<file path="config.mk">
export PLATFORM = sky130hd
export DESIGN_NAME = ext_irq_ctrl
export DESIGN_NICKNAME = d
export VERILOG_FILES = /design/src/rtl/ext_irq_pkg.sv /design/src/rtl/ext_irq_sync.sv /design/src/rtl/ext_irq_src_cell.sv /design/src/rtl/ext_irq_prio.sv /design/src/rtl/ext_irq_ctrl.sv
export SDC_FILE = /design/constraint.sdc
export NUM_CORES = 1
export LEC_CHECK = 0
export BUFFER_PORTS_ARGS = -buffer_cell sky130_fd_sc_hd__buf_2
export CORE_MARGIN = 2
export CORE_UTILIZATION = 45
export CTS_BUF_LIST = sky130_fd_sc_hd__clkbuf_16
export CTS_CLUSTER_DIAMETER = 50
export DETAILED_ROUTE_END_ITERATION = 10
export PLACE_DENSITY = 0.66
export SLEW_MARGIN = 30
export SYNTH_ARGS = -nofsm -noshare
export SYNTH_HDL_FRONTEND = slang
export SYNTH_SLANG_ARGS = --single-unit
export TNS_END_PERCENT = 5
</file>
<file path="constraint.sdc">
create_clock -name clk -period 2.1 [get_ports clk]
set_input_delay 0.42 -clock clk [delete_from_list [all_inputs] [get_ports clk]]
set_output_delay 0.42 -clock clk [all_outputs]
set_load 0.05 [all_outputs]
</file>
<file path="src/rtl/ext_irq_pkg.sv">
package ext_irq_pkg;
  typedef enum logic {
    TRIG_LEVEL = 1'b0,
    TRIG_FALL  = 1'b1
  } trig_e;

  function automatic int unsigned addr_bits(input int unsigned n_src);
    return $clog2(3 * n_src + 1);
  endfunction
endpackage

</file>
<file path="src/rtl/ext_irq_sync.sv">
module ext_irq_sync #(
  parameter int unsigned WIDTH  = 2,
  parameter int unsigned STAGES = 2
) (
  input  logic             clk,
  input  logic             rst,
  input  logic [WIDTH-1:0] async_i,
  output logic [WIDTH-1:0] sync_o
);
  logic [WIDTH-1:0] chain_q [STAGES];

  always_ff @(posedge clk) begin
    if (rst) begin
      for (int s = 0; s < STAGES; s++) chain_q[s] <= '1;
    end else begin
      chain_q[0] <= async_i;
      for (int s = 1; s < STAGES; s++) chain_q[s] <= chain_q[s-1];
    end
  end

  assign sync_o = chain_q[STAGES-1];
endmodule

</file>
<file path="src/rtl/ext_irq_src_cell.sv">
module ext_irq_src_cell
  import ext_irq_pkg::*;
(
  input  logic clk,
  input  logic rst,
  input  logic pin_s,
  input  logic mode_we,
  input  logic flag_we,
  input  logic wdata,
  input  logic ack_clr,
  output logic mode_o,
  output logic flag_o,
  output logic flag_next_o
);
  trig_e mode_q, mode_d;
  logic  flag_q, flag_d;
  logic  prev_q;
  logic  fall;

  assign fall = prev_q & ~pin_s;

  always_comb begin
    mode_d = mode_q;
    if (mode_we) mode_d = wdata ? TRIG_FALL : TRIG_LEVEL;
  end

  always_comb begin
    if (mode_d == TRIG_LEVEL) begin
      flag_d = ~pin_s;
    end else if (fall) begin
      flag_d = 1'b1;
    end else if (ack_clr) begin
      flag_d = 1'b0;
    end else if (flag_we) begin
      flag_d = wdata;
    end else begin
      flag_d = flag_q;
    end
  end

  always_ff @(posedge clk) begin
    if (rst) begin
      mode_q <= TRIG_LEVEL;
      flag_q <= 1'b0;
      prev_q <= 1'b1;
    end else begin
      mode_q <= mode_d;
      flag_q <= flag_d;
      prev_q <= pin_s;
    end
  end

  assign mode_o      = (mode_q == TRIG_FALL);
  assign flag_o      = flag_q;
  assign flag_next_o = flag_d;

  AST_HW_SET_WINS: assert property (@(posedge clk) disable iff (rst)
    (mode_d == TRIG_FALL && fall) |=> flag_q);

  AST_ACK_CLEARS: assert property (@(posedge clk) disable iff (rst)
    (mode_d == TRIG_FALL && ack_clr && !fall) |=> !flag_q);
endmodule

</file>
<file path="src/rtl/ext_irq_prio.sv">
module ext_irq_prio #(
  parameter int unsigned N   = 2,
  localparam int unsigned IW = (N > 1) ? $clog2(N) : 1
) (
  input  logic [N-1:0]  ready_i,
  output logic          any_o,
  output logic [IW-1:0] id_o
);
  always_comb begin
    any_o = |ready_i;
    id_o  = '0;
    for (int i = N - 1; i >= 0; i--) begin
      if (ready_i[i]) id_o = IW'(i);
    end
  end
endmodule

</file>
<file path="src/rtl/ext_irq_ctrl.sv">
module ext_irq_ctrl
  import ext_irq_pkg::*;
#(
  parameter int unsigned NUM_SRC     = 2,
  parameter int unsigned SYNC_STAGES = 2,
  localparam int unsigned ADDR_W     = addr_bits(NUM_SRC),
  localparam int unsigned ID_W       = (NUM_SRC > 1) ? $clog2(NUM_SRC) : 1
) (
  input  logic               clk,
  input  logic               rst,
  input  logic [NUM_SRC-1:0] irq_pin_n,
  input  logic               bit_we,
  input  logic [ADDR_W-1:0]  bit_addr,
  input  logic               bit_wdata,
  output logic               bit_rdata,
  input  logic               irq_ack,
  output logic               irq_req,
  output logic [ID_W-1:0]    irq_id
);
  localparam int unsigned EN_BASE   = 2 * NUM_SRC;
  localparam int unsigned GLOB_ADDR = (1 << ADDR_W) - 1;

  logic [NUM_SRC-1:0] pin_s;
  logic [NUM_SRC-1:0] mode_q, flag_q, flag_d;
  logic [NUM_SRC-1:0] en_q, en_d;
  logic               glob_q, glob_d;
  logic [NUM_SRC-1:0] ready_d;
  logic               any_d;
  logic [ID_W-1:0]    id_d;
  logic               rdata_d;

  ext_irq_sync #(.WIDTH(NUM_SRC), .STAGES(SYNC_STAGES)) u_sync (
    .clk(clk), .rst(rst), .async_i(irq_pin_n), .sync_o(pin_s)
  );

  for (genvar g = 0; g < NUM_SRC; g++) begin : g_src
    logic mode_we_g, flag_we_g, ack_g;
    assign mode_we_g = bit_we && (bit_addr == ADDR_W'(2 * g));
    assign flag_we_g = bit_we && (bit_addr == ADDR_W'(2 * g + 1));
    assign ack_g     = irq_ack && irq_req && (irq_id == ID_W'(g));

    ext_irq_src_cell u_cell (
      .clk(clk), .rst(rst), .pin_s(pin_s[g]),
      .mode_we(mode_we_g), .flag_we(flag_we_g), .wdata(bit_wdata),
      .ack_clr(ack_g), .mode_o(mode_q[g]), .flag_o(flag_q[g]),
      .flag_next_o(flag_d[g])
    );

    always_comb begin
      en_d[g] = en_q[g];
      if (bit_we && bit_addr == ADDR_W'(EN_BASE + g)) en_d[g] = bit_wdata;
    end
  end

  always_comb begin
    glob_d = glob_q;
    if (bit_we && bit_addr == ADDR_W'(GLOB_ADDR)) glob_d = bit_wdata;
  end

  assign ready_d = glob_d ? (flag_d & en_d) : '0;

  ext_irq_prio #(.N(NUM_SRC)) u_prio (
    .ready_i(ready_d), .any_o(any_d), .id_o(id_d)
  );

  always_comb begin
    rdata_d = 1'b0;
    for (int i = 0; i < NUM_SRC; i++) begin
      if (bit_addr == ADDR_W'(2 * i))       rdata_d = mode_q[i];
      if (bit_addr == ADDR_W'(2 * i + 1))   rdata_d = flag_q[i];
      if (bit_addr == ADDR_W'(EN_BASE + i)) rdata_d = en_q[i];
    end
    if (bit_addr == ADDR_W'(GLOB_ADDR)) rdata_d = glob_q;
  end

  always_ff @(posedge clk) begin
    if (rst) begin
      en_q      <= '0;
      glob_q    <= 1'b0;
      irq_req   <= 1'b0;
      irq_id    <= '0;
      bit_rdata <= 1'b0;
    end else begin
      en_q      <= en_d;
      glob_q    <= glob_d;
      irq_req   <= any_d;
      irq_id    <= id_d;
      bit_rdata <= rdata_d;
    end
  end

  AST_GLOBAL_GATE: assert property (@(posedge clk) disable iff (rst)
    !glob_q |-> !irq_req);

  AST_REQ_HAS_SOURCE: assert property (@(posedge clk) disable iff (rst)
    irq_req |-> (flag_q[irq_id] && en_q[irq_id]));

  AST_LOW_INDEX_FIRST: assert property (@(posedge clk) disable iff (rst)
    (irq_req && irq_id != '0) |-> !(flag_q[0] && en_q[0]));

  AST_IDLE_AFTER_RESET: assert property (@(posedge clk)
    $past(rst) |-> (!irq_req && !bit_rdata));
endmodule

</file>
==> impl_metrics.toml <==
[synthesis]
synth_simple_gate_area_share_pct = 23.6
synthesis.instances = 75
ys_ff_latch = 16
synthXorXnorAreaFrac_pct = 1.16
synthAdderAreaFrac_pct = 0
synth_top_cell_by_area = "dfxtp_1"
synth.avg_cell_area_um2 = 10.1
synth_area_leaders = "dfxtp_1, mux2i_1, nor2_1, or2_2, and4bb_1"
syn_nets = 85
syn_area_um2 = 757
synth_top_family_by_area = "simple AND/OR/NAND/NOR gates"
ys_seq_area_share_pct = 42.3
synth_cell_types = 29
synth-compound-area-share_pct = 11.1
muxShareOfSynthArea_pct = 16.2
yosysWarnings = 0
synth_top_area_share_pct = 42.3

[grt]
grt_max_degree = 17
grt_pass1_wl_mm = 2.19
grt_pass1_vias = 498
gr-total-overflow = 0
antenna_found_initial = 0
grt_usage_pct = 15.8

[sta]
timing.final.crit_share_pct = 80.6
holdWs_ns = 0.354
rsz0062_at_grt = "no"
fin_setup_tns_ns = 0
finalHoldViolCount = 0
finalCriticalPeriod_ns = 1.69
fin_worst_skew_ns = 0.00163
relSlewSlack_pct = 79.0
fmax_mhz = 591
layout_setup_ws_ns = 0.408
setup_viol = 0
slew_violations = 0
worst_slew_pin_slew_ns = 0.307

[cells_and_area]
layout_common_cells = "dfxtp_1, nor2_1, buf_2"
design_area_um2 = 873
synthToLayoutAreaGrowth_pct = 15.4
diodes = 0
final_common_cell = "dfxtp_1"
drive_gt1_share_pct = 26.7
final_nets = 97
fin_util_pct = 56.7
final_cells = 102

[drt]
dr.pass1.iters = 4
drt-initial-drc-count = 6
routed_wl_mm = 1.28
drc_errors = 0
vias = 567
wire_per_inst_um = 12.6
ant_nets = 0
routed_via_density = 5.56

[die]
die_y_um = 45.0
initial_core_util_pct = 49.1
rows = 14
die_w_um = 45.0
core_area_um2 = 1540
fp.dieArea_um2 = 2030
ioPinCount = 13

[power_and_ir_drop]
p_total_uw = 733
leakage_nw = 0.350
power_density_nw_per_um2 = 839
ir_worst_vdd_v = 0.000499

[clock_network]
cts_tree = "yes"
numCtsBuffers = 3
cts_setup_buffers = 0
clk_latency_ns = 0.24
cts.sinks = 16
clk_pin_slew_ns = 0.05
ctsHoldBuffers = 0
cts-resized-gates = 0
root_buffer = "clkbuf_16"
clockBufferDepth = 2
cts_htree_levels = 1

[placed_design]
post-place-ws_ns = 0.150
dp_cells = 98
port_buffers = 12
gp_congestion = 0.744
placedInstanceArea_um2 = 795

[worst_setup_path]
slowest_delay_ns = 0.32
r2r_end = "irq_id$_SDFF_PP0_"
cp_cell_sequence = "buf_2 -> and4bb_1 -> mux2i_1 -> o21bai_1 -> a211o_1 -> o21ba_1"
rrSetupSlack_ns = 0.81
critPathSlowestCell = "mux2i_1"
worstSetupPathType = "in2reg"
critPathTopFamily = "compound AO/OA/AOI/OAI gates"
setup.worst_path.start_class = "primary input"
worstPathRequired_ns = 2.29
crit_start = "bit_addr[1]"
critPathCaptureType = "flop"
crit_fanout = 13
crit_buf_inv = 1
crit_cells = 6
rr_worst_depth = 4
rr_startpoint = "g_src[1].u_cell.mode_o$_SDFF_PP0_"
cp-endpoint = "irq_id$_SDFF_PP0_"
worstPathArrival_ns = 1.88

[flow_run]
drv_cap = 0

[status]
status = "finished clean"

[hold_path]
hold_class = "in2reg"
-- report_power, final --
| part | total [mW] | leakage, nW | internal, mW | switching (mW) |
|---|---|---|---|---|
| registers | 0.316 | 0.130 | 0.313 | 0.00358 |
| logic | 0.0528 | 0.181 | 0.0232 | 0.0296 |
| clock network | 0.364 | 0.0385 | 0.252 | 0.112 |
| total | 0.733 | 0.350 | 0.588 | 0.145 |
-- cells in the mapped netlist --
cell and number:
a31oi_1 1, a21oi_1 2, and3_1 1, nor2_1 12, buf_8 1, mux2i_1 10, nand4b_1 1, o21ba_1 1
nand3b_1 1, or2_2 6, buf_2 1, o31ai_1 1, a32oi_1 1, a311o_1 1, o21bai_1 1, nor4b_2 1
xnor2_1 1, o32a_1 1, buf_6 1, a211o_1 1, nand2_1 2, clkbuf_1 1, buf_4 1, nand3_1 4
mux4_2 1, nand4_1 1, dfxtp_1 16, and4bb_1 2, o21ai_0 1
-- worst min-delay path by stage --
stage                                     from                               to  slack [ns]  cells after the start
6_report                          irq_pin_n[1]  u_sync.chain_q[0][1]$_SDFF_PP1_        0.35                      2
2_1_floorplan  u_sync.chain_q[0][0]$_SDFF_PP1_  u_sync.chain_q[0][2]$_SDFF_PP1_        0.39                      1
4_1_cts                           irq_pin_n[1]  u_sync.chain_q[0][1]$_SDFF_PP1_        0.35                      2
3_5_place_dp   u_sync.chain_q[0][0]$_SDFF_PP1_  u_sync.chain_q[0][2]$_SDFF_PP1_        0.40                      1
5_1_grt                           irq_pin_n[0]  u_sync.chain_q[0][0]$_SDFF_PP1_        0.36                      2
3_3_place_gp   u_sync.chain_q[0][1]$_SDFF_PP1_  u_sync.chain_q[0][3]$_SDFF_PP1_        0.39                      1
-- flip-flops by register name, indices dropped and copies added (netlist names) --
name                 flops
glob_q                   1
en_q                     2
irq_req                  1
irq_id                   1
g_src.u_cell.prev_q      2
g_src.u_cell.mode_o      2
g_src.u_cell.flag_o      2
u_sync.chain_q           4
bit_rdata                1
-- layout make-up --
cell class	count	area (um^2)
fill	142	668
multi-input combinational	54	394
sequential	16	320
clock buffer	3	75.1
timing repair buffer	12	60.1
tap	16	20.0
clock inverter	1	3.75
-- worst reg2reg max path: cells and delay by family, from the launching register on --
family | cells | cell delay [ns]
flip-flops | 1 | 0.32
AO/OA/AOI/OAI | 3 | 0.80
multiplexers | 1 | 0.12
-- layer usage --
layer  track usage (%)  vias to the layer above  part of all wire (%)
met5                 0                        -                     0
met4              14.1                        0                   4.0
met3              3.60                        5                   4.4
met2              22.9                       14                    44
met1              19.5                      255                    48
li1                  -                      293                     -
-- logic make-up after synthesis --
family	after synthesis
and+or+nand+nor	31
DFF	16
AOI/OAI and AO/OA	11
muxes	11
buffers and inverters	5
xor gates and xnor gates	1
Power figures use the tool's default switching activity.
